--- src/rtl/ovh_tx_pkg.sv ---
package ovh_tx_pkg;
  localparam int unsigned STREAMS   = 12;
  localparam int unsigned SLOTS     = 3;
  localparam int unsigned GUARD_CYC = 4;
  localparam int unsigned ROW_BYTES = STREAMS * SLOTS;
  localparam int unsigned ROW_BITS  = ROW_BYTES * 8;
  localparam int unsigned IDX_W     = $clog2(ROW_BYTES + 1);
endpackage

--- src/rtl/ovh_win_timer.sv ---
module ovh_win_timer #(
  parameter int unsigned GUARD    = 4,
  parameter int unsigned ROW_BITS = 288,
  parameter int unsigned LEN_W    = 16
) (
  input  logic clk_i,
  input  logic rst_ni,
  input  logic win_start_i,
  input  logic win_end_i,
  input  logic busy_i,
  output logic launch_o,
  output logic underrun_o
);
  localparam int unsigned MIN_LEN = ROW_BITS + 2 * GUARD;
  localparam int unsigned GC_W    = $clog2(GUARD) + 1;

  logic [LEN_W-1:0] len_cnt_q, meas_q;
  logic             counting_q, meas_vld_q, guard_q, underrun_q;
  logic [GC_W-1:0]  gcnt_q;
  logic             can_start, len_ok;

  assign can_start  = win_start_i && !busy_i && !guard_q && meas_vld_q;
  assign len_ok     = meas_q >= LEN_W'(MIN_LEN);
  assign launch_o   = guard_q && (gcnt_q == GC_W'(GUARD - 1));
  assign underrun_o = underrun_q;

  // window length measurement
  always_ff @(posedge clk_i or negedge rst_ni) begin
    if (!rst_ni) begin
      len_cnt_q  <= '0;
      meas_q     <= '0;
      counting_q <= 1'b0;
      meas_vld_q <= 1'b0;
    end else if (win_start_i) begin
      len_cnt_q  <= LEN_W'(1);
      counting_q <= 1'b1;
    end else if (counting_q) begin
      if (win_end_i) begin
        meas_q     <= len_cnt_q + 1'b1;
        meas_vld_q <= 1'b1;
        counting_q <= 1'b0;
      end else if (len_cnt_q != '1) begin
        len_cnt_q <= len_cnt_q + 1'b1;
      end
    end
  end

  // leading guard band and launch decision
  always_ff @(posedge clk_i or negedge rst_ni) begin
    if (!rst_ni) begin
      guard_q    <= 1'b0;
      gcnt_q     <= '0;
      underrun_q <= 1'b0;
    end else begin
      underrun_q <= can_start && !len_ok;
      if (can_start && len_ok) begin
        guard_q <= 1'b1;
        gcnt_q  <= GC_W'(1);
      end else if (launch_o) begin
        guard_q <= 1'b0;
        gcnt_q  <= '0;
      end else if (guard_q) begin
        gcnt_q <= gcnt_q + 1'b1;
      end
    end
  end

  a_r2_launch_when_idle: assert property (@(posedge clk_i) disable iff (!rst_ni)
    launch_o |-> !busy_i);
  a_r6_underrun_single: assert property (@(posedge clk_i) disable iff (!rst_ni)
    underrun_o |=> !underrun_o);
endmodule

--- src/rtl/ovh_row_buf.sv ---
module ovh_row_buf #(
  parameter int unsigned BYTES = 36,
  parameter int unsigned IDX_W = 6
) (
  input  logic             clk_i,
  input  logic             rst_ni,
  input  logic             load_i,
  input  logic [7:0]       load_byte_i,
  input  logic             swap_i,
  input  logic [IDX_W-1:0] rd_idx_i,
  output logic [7:0]       rd_byte_o
);
  localparam logic [IDX_W-1:0] FULL = IDX_W'(BYTES);

  logic [7:0]       mem_q [2][BYTES];
  logic             sel_q;
  logic [IDX_W-1:0] wr_ptr_q;
  logic             rd_bank;

  // during the swap cycle the incoming bank is read
  assign rd_bank   = swap_i ? ~sel_q : sel_q;
  assign rd_byte_o = mem_q[rd_bank][rd_idx_i];

  always_ff @(posedge clk_i or negedge rst_ni) begin
    if (!rst_ni) begin
      sel_q    <= 1'b0;
      wr_ptr_q <= '0;
      for (int b = 0; b < 2; b++)
        for (int i = 0; i < int'(BYTES); i++)
          mem_q[b][i] <= '0;
    end else if (swap_i) begin
      sel_q <= ~sel_q;
      if (load_i) begin
        mem_q[sel_q][0] <= load_byte_i;
        wr_ptr_q        <= IDX_W'(1);
      end else begin
        wr_ptr_q <= '0;
      end
    end else if (load_i && wr_ptr_q < FULL) begin
      mem_q[~sel_q][wr_ptr_q] <= load_byte_i;
      wr_ptr_q                <= wr_ptr_q + 1'b1;
    end
  end

  a_r10_ptr_bound: assert property (@(posedge clk_i) disable iff (!rst_ni)
    wr_ptr_q <= FULL);
  a_r8_ptr_restart: assert property (@(posedge clk_i) disable iff (!rst_ni)
    swap_i |=> wr_ptr_q <= IDX_W'(1));
endmodule

--- src/rtl/ovh_serializer.sv ---
module ovh_serializer #(
  parameter int unsigned BYTES = 36,
  parameter int unsigned IDX_W = 6
) (
  input  logic             clk_i,
  input  logic             rst_ni,
  input  logic             launch_i,
  input  logic [7:0]       rd_byte_i,
  output logic [IDX_W-1:0] rd_idx_o,
  output logic             busy_o,
  output logic             sd_o,
  output logic             en_o,
  output logic             fp_o
);
  localparam logic [IDX_W-1:0] LAST_BYTE = IDX_W'(BYTES - 1);

  logic             busy_q, sd_q, en_q, fp_q;
  logic [IDX_W-1:0] byte_q, nbyte;
  logic [2:0]       bit_q, nbit;
  logic             last;

  always_comb begin
    if (bit_q == 3'd0) begin
      nbyte = byte_q + 1'b1;
      nbit  = 3'd7;
    end else begin
      nbyte = byte_q;
      nbit  = bit_q - 1'b1;
    end
  end

  assign last     = (byte_q == LAST_BYTE) && (bit_q == 3'd0);
  assign rd_idx_o = launch_i ? '0 : ((busy_q && !last) ? nbyte : '0);
  assign busy_o   = busy_q;
  assign sd_o     = sd_q;
  assign en_o     = en_q;
  assign fp_o     = fp_q;

  always_ff @(posedge clk_i or negedge rst_ni) begin
    if (!rst_ni) begin
      busy_q <= 1'b0;
      byte_q <= '0;
      bit_q  <= 3'd7;
      sd_q   <= 1'b0;
      en_q   <= 1'b0;
      fp_q   <= 1'b0;
    end else if (launch_i) begin
      busy_q <= 1'b1;
      byte_q <= '0;
      bit_q  <= 3'd7;
      sd_q   <= rd_byte_i[7];
      en_q   <= 1'b1;
      fp_q   <= 1'b1;
    end else begin
      fp_q <= 1'b0;
      if (busy_q) begin
        if (last) begin
          busy_q <= 1'b0;
          en_q   <= 1'b0;
          sd_q   <= 1'b0;
        end else begin
          byte_q <= nbyte;
          bit_q  <= nbit;
          sd_q   <= rd_byte_i[nbit];
        end
      end
    end
  end

  a_r4_fp_with_en: assert property (@(posedge clk_i) disable iff (!rst_ni)
    fp_o |-> en_o);
  a_r5_sd_quiet: assert property (@(posedge clk_i) disable iff (!rst_ni)
    !en_o |-> !sd_o);
  a_r2_rise_marked: assert property (@(posedge clk_i) disable iff (!rst_ni)
    $rose(en_o) |-> fp_o);
  a_r4_fp_single: assert property (@(posedge clk_i) disable iff (!rst_ni)
    fp_o |=> !fp_o);
endmodule

--- src/rtl/ovh_row_tx.sv ---
module ovh_row_tx
  import ovh_tx_pkg::*;
#(
  parameter int unsigned N_STREAMS = STREAMS,
  parameter int unsigned N_SLOTS   = SLOTS,
  parameter int unsigned GUARD     = GUARD_CYC,
  parameter int unsigned LEN_W     = 16
) (
  input  logic       clk_i,
  input  logic       rst_ni,
  input  logic       win_start_i,
  input  logic       win_end_i,
  input  logic       load_i,
  input  logic [7:0] load_byte_i,
  output logic       ovh_sd_o,
  output logic       ovh_en_o,
  output logic       ovh_fp_o,
  output logic       underrun_o
);
  localparam int unsigned NBYTES = N_STREAMS * N_SLOTS;
  localparam int unsigned NBITS  = NBYTES * 8;
  localparam int unsigned NIDX_W = $clog2(NBYTES + 1);

  logic              launch, busy;
  logic [NIDX_W-1:0] rd_idx;
  logic [7:0]        rd_byte;

  ovh_win_timer #(.GUARD(GUARD), .ROW_BITS(NBITS), .LEN_W(LEN_W)) i_timer (
    .clk_i      (clk_i),
    .rst_ni     (rst_ni),
    .win_start_i(win_start_i),
    .win_end_i  (win_end_i),
    .busy_i     (busy),
    .launch_o   (launch),
    .underrun_o (underrun_o)
  );

  ovh_row_buf #(.BYTES(NBYTES), .IDX_W(NIDX_W)) i_buf (
    .clk_i      (clk_i),
    .rst_ni     (rst_ni),
    .load_i     (load_i),
    .load_byte_i(load_byte_i),
    .swap_i     (launch),
    .rd_idx_i   (rd_idx),
    .rd_byte_o  (rd_byte)
  );

  ovh_serializer #(.BYTES(NBYTES), .IDX_W(NIDX_W)) i_ser (
    .clk_i    (clk_i),
    .rst_ni   (rst_ni),
    .launch_i (launch),
    .rd_byte_i(rd_byte),
    .rd_idx_o (rd_idx),
    .busy_o   (busy),
    .sd_o     (ovh_sd_o),
    .en_o     (ovh_en_o),
    .fp_o     (ovh_fp_o)
  );

  a_r6_no_row_on_underrun: assert property (@(posedge clk_i) disable iff (!rst_ni)
    underrun_o |=> !ovh_fp_o);
endmodule

--- config.mk ---
export PLATFORM = sky130hd
export DESIGN_NAME = ovh_row_tx
export DESIGN_NICKNAME = d
export VERILOG_FILES = /design/src/rtl/ovh_tx_pkg.sv /design/src/rtl/ovh_win_timer.sv /design/src/rtl/ovh_row_buf.sv /design/src/rtl/ovh_serializer.sv /design/src/rtl/ovh_row_tx.sv
export SDC_FILE = /design/constraint.sdc
export NUM_CORES = 1
export LEC_CHECK = 0
export BUFFER_PORTS_ARGS = -buffer_cell sky130_fd_sc_hd__buf_2
export CORE_MARGIN = 5
export CORE_UTILIZATION = 45
export CTS_CLUSTER_SIZE = 16
export DETAILED_ROUTE_END_ITERATION = 10
export SYNTH_ARGS = -nofsm -noshare
export SYNTH_HDL_FRONTEND = slang
export SYNTH_SLANG_ARGS = --single-unit
--- constraint.sdc ---
create_clock -name clk_i -period 8.01 [get_ports clk_i]
set_input_delay 1.602 -clock clk_i [delete_from_list [all_inputs] [get_ports clk_i]]
set_output_delay 1.602 -clock clk_i [all_outputs]
set_load 0.05 [all_outputs]
Word-level counts from Yosys, hierarchy flattened
Cells that the tools add are included.
- flip-flop bits (word level): 635
- input port bits: 13
- output and inout port bits: 4
- logic and storage cells: 200
- add/subtract/negate cells: 5
- $lt $le $gt $ge: 11
- equality and inequality tests: 6
- mux-type cells: 55
- bitwise gates (word level): 7
- reductions and logical operators: 29
- operator list (operator ; count):
    two-way mux 576 bit ; 3
    two-way mux 288 bit ; 5
    bitwise mux 576 bit ; 2
    demux 288 bit (select 1 bit) ; 2
    two-way mux 16 bit ; 4
    binary-select mux 8 bit (select 6 bit) ; 1
    demux 8 bit (select 6 bit) ; 1
    two-way mux 6 bit ; 8
    two-way mux 8 bit ; 3
    two-way mux 3 bit ; 7
    two-way mux 1 bit ; 18
    adder 16 x 1 -> 16 bit, second input constant ; 1
    greater-or-equal comparator 16 x 9 -> 1 bit, second input constant ; 1
    != test 16 bit, second input constant ; 1
    greater-or-equal comparator 7 bit, second input constant ; 2
    inverter 6 -> 7 bit ; 2
    adder 6 x 1 -> 6 bit, second input constant ; 2
    logical AND 1 bit ; 12
    nonzero test 2 bit ; 6
    < comparator 7 x 1 -> 1 bit, second input constant ; 1
    == test 6 bit, second input constant ; 1
    greater-or-equal comparator 2 bit, second input constant ; 3
    < comparator 6 bit, second input constant ; 1
    != test 2 bit, second input constant ; 3
    other kinds (13) ; 23

Longest topological paths before layout
- depth after elaboration: 15
- gate-level depth with buffers: 16
- depth with buffers taken out: 13

Cells and area by module
From an unflattened synthesis, not the netlist that was laid out.
- cell total of the unflattened synthesis: 2590
- area total of the unflattened synthesis: 29854.9 um^2
- by module, submodules not included (module ; times used ; cells each ; area each (um^2) ; sequential area each (um^2)):
    ovh_row_buf ; 1 ; 2291 ; 27068.5 ; 14589.0
    ovh_win_timer ; 1 ; 205 ; 1945.6 ; 900.9
    ovh_serializer ; 1 ; 94 ; 840.8 ; 329.1

Least setup slack after synthesis
No wires, ideal clock.
- kind: input-to-reg
- from: input load_i
- to: register i_buf.mem_q[384] (netlist name)
- setup time: 125 ps
- arrival time: 3233 ps
- data required time: 7885 ps
- setup slack: 4652 ps
- stages: 5
- path buffers: 1
- cells stage by stage: clkbuf_1 -> nand2_1 -> nor4_1 -> nand2_1 -> mux2_2
- longest elaborated chain between the ends: 3
- elaborated cells on any way between the ends: 4
- those cells by class: eq/ne: 1; reduce/logical: 3
- ends and longest elaborated chain (element ; line ; text):
    from (decl) ; ovh_row_tx.sv:13 ; input logic load_i,
    logical AND 1 bit ; ovh_row_buf.sv:39 ; end else if (load_i && wr_ptr_q < FULL) begin
    nonzero test 2 bit (no line) ; - ;
    AND reduction 2 bit (no line) * ; - ;
    to (signal, indexed assignment) ; ovh_row_buf.sv:34 ; mem_q[sel_q][0] <= load_byte_i;
    to (signal, indexed assignment) ; ovh_row_buf.sv:40 ; mem_q[~sel_q][wr_ptr_q] <= load_byte_i;
    to (decl) ; ovh_row_buf.sv:15 ; logic [7:0] mem_q [2][BYTES];
Mark *: on every way between the ends. The rest lies on a longest branch, timed or not.
A chain may end at the register's enable or synchronous reset.

Final worst setup path
- from: register i_timer.gcnt_q[0]
- to: register i_ser.sd_q (netlist: i_ser.sd_o)
- longest elaborated chain between the ends: 15
- elaborated cells on any way between the ends: 18
- those cells by class: eq/ne: 1; mux: 13; bitwise: 2; reduce/logical: 2
- ends and longest elaborated chain (element ; line ; text):
    from (decl) ; ovh_win_timer.sv:19 ; logic [GC_W-1:0] gcnt_q;
    from (signal assigned) ; ovh_win_timer.sv:63 ; gcnt_q <= gcnt_q + 1'b1;
    == test 3 x 2 -> 1 bit * ; ovh_win_timer.sv:24 ; assign launch_o = guard_q && (gcnt_q == GC_W'(GUARD - 1));
    logical AND 1 bit * ; ovh_win_timer.sv:24 ;
    two-way mux 1 bit ; ovh_row_buf.sv:21 ; assign rd_bank = swap_i ? ~sel_q : sel_q;
    inverter 1 -> 2 bit (implied by the code) ; ovh_row_buf.sv:22 ; assign rd_byte_o = mem_q[rd_bank][rd_idx_i];
    two-way mux 288 bit (implied by the code) (3 in a row) ; ovh_row_buf.sv:22 ;
    binary-select mux 8 bit (select 6 bit) ; ovh_row_buf.sv:22 ;
    two-way mux 8 bit (implied by the code) (2 in a row) ; ovh_row_buf.sv:22 ;
    binary-select mux 1 bit (select 3 bit) ; ovh_serializer.sv:64 ; sd_q <= rd_byte_i[nbit];
    two-way mux 1 bit (implied by the code) ; ovh_serializer.sv:64 ;
    two-way mux 1 bit ; ovh_serializer.sv:57 ; if (last) begin
    two-way mux 1 bit ; ovh_serializer.sv:56 ; if (busy_q) begin
    two-way mux 1 bit ; ovh_serializer.sv:47 ; end else if (launch_i) begin
    to (signal assigned) ; ovh_serializer.sv:51 ; sd_q <= rd_byte_i[7];
    to (signal assigned) ; ovh_serializer.sv:64 ;
    to (decl) ; ovh_serializer.sv:17 ; logic busy_q, sd_q, en_q, fp_q;
Mark *: on every way between the ends. The rest lies on a longest branch, timed or not. The select of a mux whose other input is x is not followed.

==> results.tsv <==
stage	metric	value	unit
sta	tns	0	ns
sta	final.min_clock_period	5.42	ns
place	gp_congestion	0.903	
min_path	hp-start	i_timer.meas_vld_q	
logic_synthesis	synthAdderAreaFrac	0.255	%
cts	numCtsBuffers	70	
critical_path	required	8.53	ns
grt	antenna_found_initial	0	
logic_synthesis	synth_ff_type	dfrtp_1	
route	avgRoutedWirePerCell	26.6	um
min_path	hold_depth	1	
grt	grt_first_pass_wirelength	128	mm
sta	fin_crit_sh	67.6	%
logic_synthesis	synth_top_family_by_area	multiplexers	
critical_path	cp.arrival	5.93	ns
route	drt-initial-drc-count	1535	
route	drc	0	
critical_path	crit_path_start_kind	flop	
sta	relSlewSlack	7.43	%
grt	grt.total_usage	23.4	%
place	dpl_cell_area	30300	um^2
min_path	min_to	i_timer.meas_vld_q	
cts	clkTransAtPathRegs	0.05	ns
critical_path	reg2regPathDepth	14	
critical_path	end_kind	flop	
sta	hold_violations	0	
sta	slew_viol_final	0	
run_status	status	complete, no violations	
finish	layout-area-overhead-vs-synth	9.95	%
sta	setup_viol	0	
logic_synthesis	synthXorXnorAreaFrac	0.585	%
power	power	0.00836	W
critical_path	path_cells	ha_1 > nand3b_2 > inv_2 > xnor2_4 > inv_6 > nor3_4 > buf_4 > a221oi_1 > o21ai_0 > o211ai_1 > nor4bb_1 > nor4_1 > o311ai_0 > nand4_1	
logic_synthesis	synth_most_common_cell	dfrtp_1	
critical_path	slowest_delay	0.80	ns
logic_synthesis	netlist_top_cells_area	dfrtp_1 53%, mux2_2 22%, mux4_2 4.9%, nand2_1 2.3%, o21ai_0 1.6%	
logic_synthesis	synth_cells	2276	
cts	cts_tree	done	
floorplan	fp.dieArea	70800	um^2
place	dp_hpwl	51.4	mm
cts	h-tree-depth	3	
finish	drive_above_1_share	36.0	%
floorplan	die_x	266	um
route	antenna_left	0	
critical_path	r2r_start	i_timer.gcnt_q[0]	
sta	worst_pin_slew	1.39	ns
power	p_per_area	258	nW/um^2
logic_synthesis	synth-seq-cells	632	
route	firstDrtPassIters	6	
logic_synthesis	syn-mean-instance-area	13.0	um^2
cts	post-cts-setup-buffer-count	0	
route	vias	19413	
floorplan	rows	93	
finish	final_nets	2247	
job	maxCapViolCount	0	
floorplan	pin_count	17	
power	peakVddDrop	114	uV
logic_synthesis	yosysSeqAreaShare	53.6	%
cts	insertion_delay	0.60	ns
route	routed_via_density	6.20	
sta	rsz0062_at_grt	false	
place	io_buffer_count	16	
logic_synthesis	synth_top_area_share	53.4	%
route	totalWireLength	83.2	mm
critical_path	path_class	flop to flop	
logic_synthesis	synth_mux_area_share	28.7	%
sta	holdWs	0.457	ns
finish	final_cell_area	32400	um^2
grt	grt_pass1_vias	19553	
cts	cts.sinks	632	
cts	ctsResizeCount	0	
logic_synthesis	synth_common_cells	629 x dfrtp_1, 583 x mux2_2, 183 x nand2_1	
floorplan	start_util	45.6	%
grt	grt.overflow.total	0	
critical_path	r2r-end	i_ser.sd_o	
grt	grt_max_degree	177	
sta	fin_skew	0.0194	ns
logic_synthesis	synthSimpleGateAreaFrac	6.90	%
logic_synthesis	yosysWarnings	0	
logic_synthesis	synth-edff-count	0	
critical_path	critPathMaxFanout	58	
cts	cts_root_buf	clkbuf_16	
logic_synthesis	synth_largest_area_cell	dfrtp_1	
cts	clk_path_buf_depth	3	
logic_synthesis	synth-compound-area-share	7.09	%
critical_path	rrSetupSlack	2.59	ns
logic_synthesis	async_flop_share	100	%
min_path	min_path_type	flop to flop	
floorplan	die_h	266	um
critical_path	crit_path_top_delay_cell	nor3_4	
logic_synthesis	synth_nets	2295	
cts	cts_hold_buf	0	
logic_synthesis	syn_area	29500	um^2
sta	max_freq	0.185	GHz
floorplan	core-area	64700	um^2
power	leakage	14.9	nW
logic_synthesis	ys_types	76	
## where the power goes
part,internal [W],total (W),switching [W]
logic,0.000623,0.00110,0.000478
registers,0.00379,0.00415,0.000358
clock network,0.00183,0.00310,0.00127
total,0.00625,0.00836,0.00211
## metal layers
layer | part of all wire, % | vias up | global-route usage [%]
met1 | 45 | 10251 | 34.9
met3 | 6.5 | 184 | 3.98
met2 | 45 | 677 | 34.7
met4 | 3.8 | 0 | 8.82
li1 | - | 8301 | -
met5 | 0 | - | 0
## metrics by stage
| step | util (%) | std cells | setup WS [ns] |
|---|---|---|---|
| 2_1_floorplan | - | 2276 | 4.65 |
| 3_3_place_gp | 46.8 | 3011 | 2.92 |
| 3_5_place_dp | 46.8 | 3011 | 2.75 |
| 4_1_cts | 50.1 | 3130 | 2.73 |
| 5_1_grt | 50.1 | 3130 | 2.35 |
| 6_report | 50.1 | 3131 | 2.59 |
## worst max-delay path, delay by kind of cell, from the launching register on
kind,cells,cell delay [ns]
AOI/OAI and AO/OA,4,0.79
buffers and inverters,3,1.41
xor gates and xnor gates,1,0.72
adders and majority gates,1,0.23
and+or+nand+nor,5,1.72
DFF,1,0.39
## cell type report
| class | count | area, um^2 |
|---|---|---|
| clock inverter | 10 | 100 |
| fill | 5620 | 32300 |
| timing repair buffer | 52 | 398 |
| tap | 855 | 1070 |
| clock buffer | 109 | 2070 |
| inverter | 13 | 53.8 |
| sequential | 632 | 15800 |
| antenna | 1 | 2.50 |
| multi-input combinational | 1459 | 12900 |
## how the worst max path moves through the flow
stage	endpoint	from	slack (ns)
4_1_cts	i_ser.sd_o	i_timer.gcnt_q[0]	2.73
6_report	i_ser.sd_o	i_timer.gcnt_q[0]	2.59
3_5_place_dp	i_ser.sd_o	i_timer.gcnt_q[0]	2.75
3_3_place_gp	i_ser.sd_o	i_timer.gcnt_q[0]	2.92
5_1_grt	i_ser.sd_o	i_timer.gcnt_q[0]	2.35
2_1_floorplan	i_buf.mem_q[384]	load_i	4.65
## state kept, by name, indices dropped and copies added (netlist names), 3 cells and up
register           count
i_buf.mem_q          576
i_buf.wr_ptr_q         6
i_ser.bit_q            3
i_ser.byte_q           6
i_timer.gcnt_q         3
i_timer.len_cnt_q     16
i_timer.meas_q        13
## cells in the final DEF (no fill, tap or decap), types with 8 or more instances in the layout
cell / n
a31oi_1: 16
xnor2_1: 11
clkinv_2: 8
clkbuf_16: 73
clkbuf_8: 11
mux2i_1: 47
nor2_1: 87
mux4_2: 64
a21oi_1: 35
inv_1: 11
mux2_2: 583
a32oi_1: 8
nand4_1: 16
clkbuf_1: 25
or3_1: 10
buf_2: 15
o21ai_0: 95
a221o_1: 13
a211oi_1: 10
dfrtp_1: 629
buf_4: 33
a221oi_1: 41
and3_1: 28
nor3_1: 12
nand2_1: 182
nand3_1: 56
o211ai_1: 19
## cell families after synthesis
kind of cell	Yosys count
adder cells (fa/ha/maj)	6
AO/OA/AOI/OAI	304
AND/OR/NAND/NOR	437
flip-flops	632
buffers and inverters	185
XOR/XNOR	18
multiplexers	694
Note: power is estimated with default switching activity, not from simulation.
